===== src/rtl/mp_uart_rx_pkg.sv =====
package mp_uart_rx_pkg;

  function automatic logic maj3(input logic [2:0] v);
    return (v[0] & v[1]) | (v[0] & v[2]) | (v[1] & v[2]);
  endfunction

endpackage


===== src/rtl/mp_rx_line_sync.sv =====
module mp_rx_line_sync #(
  parameter int STAGES = 2
) (
  input  logic clk,
  input  logic rst,
  input  logic rxd_i,
  output logic line_o,
  output logic fall_o
);
  logic [STAGES-1:0] sr_q;
  logic              prev_q;

  generate
    if (STAGES == 1) begin : g_one
      always_ff @(posedge clk) begin
        if (rst) sr_q <= 1'b1;
        else     sr_q <= rxd_i;
      end
    end else begin : g_chain
      always_ff @(posedge clk) begin
        if (rst) sr_q <= '1;
        else     sr_q <= {sr_q[STAGES-2:0], rxd_i};
      end
    end
  endgenerate

  always_ff @(posedge clk) begin
    if (rst) prev_q <= 1'b1;
    else     prev_q <= sr_q[STAGES-1];
  end

  assign line_o = sr_q[STAGES-1];
  assign fall_o = prev_q & ~sr_q[STAGES-1];
endmodule


===== src/rtl/mp_rx_bit_timer.sv =====
module mp_rx_bit_timer #(
  parameter int OSR        = 16,
  parameter int SAMP_FIRST = 7,
  parameter int NBITS      = 11,
  localparam int CNT_W     = $clog2(OSR),
  localparam int IDX_W     = $clog2(NBITS)
) (
  input  logic             clk,
  input  logic             rst,
  input  logic             tick_i,
  input  logic             start_i,
  input  logic             done_i,
  output logic             busy_o,
  output logic             sample_o,
  output logic             decide_o,
  output logic [IDX_W-1:0] idx_o
);
  localparam logic [CNT_W-1:0] S_LO  = CNT_W'(SAMP_FIRST);
  localparam logic [CNT_W-1:0] S_HI  = CNT_W'(SAMP_FIRST + 2);
  localparam logic [CNT_W-1:0] S_DEC = CNT_W'(SAMP_FIRST + 3);
  localparam logic [CNT_W-1:0] S_END = CNT_W'(OSR - 1);

  logic [CNT_W-1:0] cnt_q;
  logic [IDX_W-1:0] idx_q;
  logic             busy_q;

  always_ff @(posedge clk) begin
    if (rst) begin
      busy_q <= 1'b0;
      cnt_q  <= '0;
      idx_q  <= '0;
    end else if (done_i) begin
      busy_q <= 1'b0;
      cnt_q  <= '0;
      idx_q  <= '0;
    end else if (!busy_q) begin
      cnt_q <= '0;
      idx_q <= '0;
      if (start_i) busy_q <= 1'b1;
    end else if (tick_i) begin
      if (cnt_q == S_END) begin
        cnt_q <= '0;
        idx_q <= idx_q + 1'b1;
      end else begin
        cnt_q <= cnt_q + 1'b1;
      end
    end
  end

  assign busy_o   = busy_q;
  assign sample_o = busy_q & tick_i & (cnt_q >= S_LO) & (cnt_q <= S_HI);
  assign decide_o = busy_q & tick_i & (cnt_q == S_DEC);
  assign idx_o    = idx_q;

  assert_idle_hold_R1: assert property (@(posedge clk) disable iff (rst)
    !busy_q |-> (cnt_q == '0));

  assert_bit_advance_R2: assert property (@(posedge clk) disable iff (rst)
    (busy_q && tick_i && cnt_q == S_END && !done_i) |=> (idx_q == $past(idx_q) + 1'b1));
endmodule


===== src/rtl/mp_rx_vote.sv =====
module mp_rx_vote (
  input  logic clk,
  input  logic rst,
  input  logic sample_i,
  input  logic line_i,
  output logic maj_o
);
  import mp_uart_rx_pkg::*;

  logic [2:0] v_q;

  always_ff @(posedge clk) begin
    if (rst)           v_q <= 3'b111;
    else if (sample_i) v_q <= {v_q[1:0], line_i};
  end

  assign maj_o = maj3(v_q);
endmodule


===== src/rtl/mp_uart_rx.sv =====
module mp_uart_rx #(
  parameter int DATA_W      = 8,
  parameter int OSR         = 16,
  parameter int SAMP_FIRST  = 7,
  parameter int SYNC_STAGES = 2
) (
  input  logic              clk,
  input  logic              rst,
  input  logic              tick_i,
  input  logic              rxd_i,
  input  logic              sm2_i,
  input  logic              clr_ri_i,
  input  logic              clr_err_i,
  output logic [DATA_W-1:0] rx_data_o,
  output logic              rx_bit9_o,
  output logic              ri_o,
  output logic              err_o
);
  localparam int NBITS = DATA_W + 3;
  localparam int IDX_W = $clog2(NBITS);
  localparam logic [IDX_W-1:0] NINTH_IDX = IDX_W'(DATA_W + 1);
  localparam logic [IDX_W-1:0] STOP_IDX  = IDX_W'(DATA_W + 2);

  logic             line, fall;
  logic             busy, sample_en, decide_en, maj, frame_done;
  logic [IDX_W-1:0] idx;

  logic [DATA_W-1:0] sh_q, data_q;
  logic              bit9_q, ri_q, err_q, ri_set_q, err_set_q, ovr_q;
  logic              accept, load;

  mp_rx_line_sync #(.STAGES(SYNC_STAGES)) u_sync (
    .clk(clk), .rst(rst), .rxd_i(rxd_i), .line_o(line), .fall_o(fall)
  );

  mp_rx_bit_timer #(.OSR(OSR), .SAMP_FIRST(SAMP_FIRST), .NBITS(NBITS)) u_timer (
    .clk(clk), .rst(rst), .tick_i(tick_i), .start_i(fall), .done_i(frame_done),
    .busy_o(busy), .sample_o(sample_en), .decide_o(decide_en), .idx_o(idx)
  );

  mp_rx_vote u_vote (
    .clk(clk), .rst(rst), .sample_i(sample_en), .line_i(line), .maj_o(maj)
  );

  assign frame_done = decide_en & (((idx == '0) & maj) | (idx == STOP_IDX));
  assign accept     = ~sm2_i | maj;
  assign load       = decide_en & (idx == NINTH_IDX) & accept & ~ri_q;

  always_ff @(posedge clk) begin
    if (rst) begin
      sh_q      <= '0;
      data_q    <= '0;
      bit9_q    <= 1'b0;
      ri_set_q  <= 1'b0;
      err_set_q <= 1'b0;
      ovr_q     <= 1'b0;
    end else begin
      ri_set_q  <= 1'b0;
      err_set_q <= 1'b0;
      if (decide_en) begin
        if (idx != '0 && idx < NINTH_IDX) sh_q <= {maj, sh_q[DATA_W-1:1]};
        if (idx == NINTH_IDX) begin
          if (load) begin
            data_q   <= sh_q;
            bit9_q   <= maj;
            ri_set_q <= 1'b1;
          end
          if (accept && ri_q) ovr_q <= 1'b1;
        end
        if (idx == STOP_IDX) begin
          err_set_q <= ~maj | ovr_q;
          ovr_q     <= 1'b0;
        end
      end
    end
  end

  always_ff @(posedge clk) begin
    if (rst) begin
      ri_q  <= 1'b0;
      err_q <= 1'b0;
    end else begin
      if (ri_set_q)       ri_q <= 1'b1;
      else if (clr_ri_i)  ri_q <= 1'b0;
      if (err_set_q)      err_q <= 1'b1;
      else if (clr_err_i) err_q <= 1'b0;
    end
  end

  assign rx_data_o = data_q;
  assign rx_bit9_o = bit9_q;
  assign ri_o      = ri_q;
  assign err_o     = err_q;

  assert_flag_after_load_R5: assert property (@(posedge clk) disable iff (rst)
    load |-> ##2 ri_o);

  assert_keep_buffer_R7: assert property (@(posedge clk) disable iff (rst)
    (ri_o && !clr_ri_i) |=> $stable(rx_data_o));

  assert_err_sticky_R10: assert property (@(posedge clk) disable iff (rst)
    (err_o && !clr_err_i) |=> err_o);

  assert_ri_sticky_R10: assert property (@(posedge clk) disable iff (rst)
    (ri_o && !clr_ri_i) |=> ri_o);

  assert_reject_frees_R3: assert property (@(posedge clk) disable iff (rst)
    (decide_en && idx == '0 && maj) |=> !busy);
endmodule


===== config.mk =====
export PLATFORM = sky130hd
export DESIGN_NAME = mp_uart_rx
export DESIGN_NICKNAME = d
export VERILOG_FILES = /design/src/rtl/mp_uart_rx_pkg.sv /design/src/rtl/mp_rx_line_sync.sv /design/src/rtl/mp_rx_bit_timer.sv /design/src/rtl/mp_rx_vote.sv /design/src/rtl/mp_uart_rx.sv
export SDC_FILE = /design/constraint.sdc
export NUM_CORES = 1
export LEC_CHECK = 0
export ABC_AREA = 1
export BUFFER_PORTS_ARGS = -buffer_cell sky130_fd_sc_hd__buf_2
export CORE_MARGIN = 5
export CORE_UTILIZATION = 55
export DETAILED_ROUTE_END_ITERATION = 10
export PLACE_DENSITY = 0.86
export SYNTH_ARGS = -nofsm -noshare
export SYNTH_HDL_FRONTEND = slang
export SYNTH_SLANG_ARGS = --single-unit

===== constraint.sdc =====
create_clock -name clk -period 2.73 [get_ports clk]
set_clock_uncertainty 0.05 [all_clocks]
set_input_delay 0.4095 -clock clk [delete_from_list [all_inputs] [get_ports clk]]
set_output_delay 0.4095 -clock clk [all_outputs]
set_load 0.02 [all_outputs]

==> impl_metrics.json <==
{
  "yosys_warnings": 0,
  "gr-total-overflow": 0,
  "final_cell_count_no_fill": 301,
  "first_pass_iters": 4,
  "layout-drive-gt1-share": 0.214,
  "async_reset_ff_frac": 0,
  "die_w_microns": 66.9,
  "min_period_over_period": 0.698,
  "start_util": 0.578,
  "regArea_sq_um": 741,
  "synthFlopType": "dfxtp_1",
  "cp.required_ns": 2.97,
  "hold_depth": 2,
  "cts_hold_buf": 0,
  "path_class": "reg2reg",
  "diodes": 0,
  "rsz0062_at_grt": "false",
  "status": "completed",
  "synth_cell_type_count": 28,
  "clk_pin_slew_ns": 0.10,
  "cts_tree": "built",
  "fin_nets": 273,
  "place_inst": 294,
  "crit_path_max_fanout": 12,
  "avgSynthCellArea_sq_um": 7.51,
  "synth.area.top_cells": "dfxtp_1 42%, nand2_1 9.3%, nor2_1 8.9%, nand3_1 7.3%, ha_1 6.3%",
  "dp_hpwl_microns": 2420,
  "dr.first_iter.drc_count": 69,
  "cts_sinks": 37,
  "syn_nets": 253,
  "synth_top_area_share": 0.416,
  "wl_per_cell_microns": 10.8,
  "netlist_instances": 237,
  "track_usage": 0.180,
  "power.leakage_nw": 0.846,
  "place_area_sq_um": 1890,
  "numCtsBuffers": 5,
  "synth-edff-count": 0,
  "grt_max_degree": 23,
  "syn_to_final_growth_pct": 10.5,
  "syn_area_sq_um": 1780,
  "port_buffers": 17,
  "cpPeakStageDelay_ns": 0.42,
  "design_area_sq_um": 1970,
  "peakVddDrop_mv": 0.573,
  "routed_wl_microns": 3260,
  "cp.arrival_ns": 2.14,
  "rows": 20,
  "grt_pass1_wl_microns": 6070,
  "relSlewSlack": 0.547,
  "min_path_type": "in2reg",
  "setup_tns_ns": 0,
  "period_needed_ns": 1.90,
  "slew_viol_final": 0,
  "antenna_found_initial": 0,
  "post-route-util": 0.639,
  "grt_pass1_vias": 1381,
  "cts.path.max_buffers": 2,
  "p_per_area_nw_per_um2": 474,
  "io_pins": 18,
  "synth_commonest_cells": "44 x nand2_1, 42 x nor2_1, 37 x dfxtp_1",
  "place_congestion": 0.769,
  "cp-start-kind": "register",
  "root_buffer": "clkbuf_4",
  "final-setup-viol-count": 0,
  "synth_most_common_cell": "nand2_1",
  "dieArea_sq_um": 4470,
  "vias": 1479,
  "n_fill_cell": 274,
  "ys_seq_elements": 37,
  "vias_per_cell": 4.91,
  "cap_violations": 0,
  "crit_path_end_kind": "register",
  "multi_input_area_sq_um": 892,
  "worst_pin_slew_ns": 0.679,
  "crit_chain": "inv_1 -> ha_1 -> nand3_1 -> nor2_2 -> nand3_1 -> inv_2 -> nor2_1 -> nor2_1",
  "htree_num_levels": 2,
  "reg2regPathDepth": 8,
  "timing.hold.ws_ns": 0.206,
  "worstSkewPairLatency_ns": 0.34,
  "cts_resized": 0,
  "crit_slowest_cell": "nor2_2",
  "cts_setup_buffers": 0,
  "synth.largest_area_cell": "dfxtp_1",
  "ant_nets": 0,
  "hold_violations": 0,
  "fp.dieH_microns": 66.9,
  "fmaxAchievable_mhz": 525,
  "core-area_sq_um": 3080,
  "drcViolationCount": 0,
  "seq_area_frac_synth": 0.416
}
power breakdown:
| part | total, mW | switching [mW] | internal, mW | leakage (nW) |
|---|---|---|---|---|
| clock | 0.359 | 0.172 | 0.186 | 0.0410 |
| sequential | 0.545 | 0.00231 | 0.542 | 0.299 |
| combinational | 0.0285 | 0.0186 | 0.00994 | 0.507 |
| total | 0.932 | 0.193 | 0.739 | 0.846 |
worst max-delay path, delay by kind of cell (launching register included):
family / cells / cell delay [ns]
buffers and inverters: 2 / 0.30
adders and majority gates: 1 / 0.21
and+or+nand+nor: 5 / 0.91
DFF: 1 / 0.36
logic make-up after synthesis:
family,after synthesis,share of synthesized area
AOI/OAI and AO/OA,12,0.0373
xor gates and xnor gates,2,0.00985
adders and majority gates,9,0.0633
buffers and inverters,36,0.0823
DFF,37,0.416
and+or+nand+nor,141,0.391
registers in the layout (all words and copies together) (netlist names):
signal and count:
rx_data_o 8, sh_q 8, u_timer.cnt_q 4, u_timer.idx_o 4, u_vote.v_q 3, u_sync.sr_q 2
err_o 1, err_set_q 1, ovr_q 1, ri_o 1, ri_set_q 1, rx_bit9_o 1
u_sync.prev_q 1, u_timer.busy_o 1
path summary, 6_finish.rpt:
check                                 startpoint              to  slack (ns)
worst min register to register    u_sync.sr_q[0]  u_sync.sr_q[1]        0.38
worst max-delay path            u_timer.cnt_q[0]    rx_data_o[5]        0.83
worst min-delay path                       rxd_i  u_sync.sr_q[0]        0.21
worst max register to register  u_timer.cnt_q[0]    rx_data_o[5]        0.83
cell usage in the layout (no fill, tap or decap), drive strengths merged:
| cell | instances |
|---|---|
| nor3b | 1 |
| xor2 | 2 |
| or2 | 2 |
| nand3 | 28 |
| a21oi | 7 |
| dfxtp | 37 |
| nor3 | 1 |
| clkinv | 2 |
| bufinv | 1 |
| nor2 | 55 |
| nand4 | 6 |
| ha | 9 |
| clkbuf | 5 |
| buf | 17 |
| inv | 31 |
| o21ai | 4 |
| a211oi | 1 |
| nand2 | 48 |
final cells by class:
type	instances	area share
clock buffers	5	0.0191
clock inverters	2	0.0178
inverters	32	0.0611
multi-input cells	164	0.454
flip-flops and latches	37	0.377
well taps	44	0.0280
repair buffers	17	0.0433
per-layer routing:
metal / vias up / global-route usage / routed length (microns)
met5: - / 0 / 0
met4: 0 / 0.0684 / 76
met3: 9 / 0.0607 / 205
met2: 38 / 0.280 / 1460
met1: 651 / 0.228 / 1520
li1: 781 / - / -
metrics by stage:
stage	setup WS [ns]	power, mW
5_1_grt	0.595	0.978
4_1_cts	0.787	0.940
3_3_place_gp	0.905	0.585
2_1_floorplan	1.34	0.577
3_5_place_dp	0.815	0.586
6_report	0.826	0.932
Power figures use the tool's default switching activity.
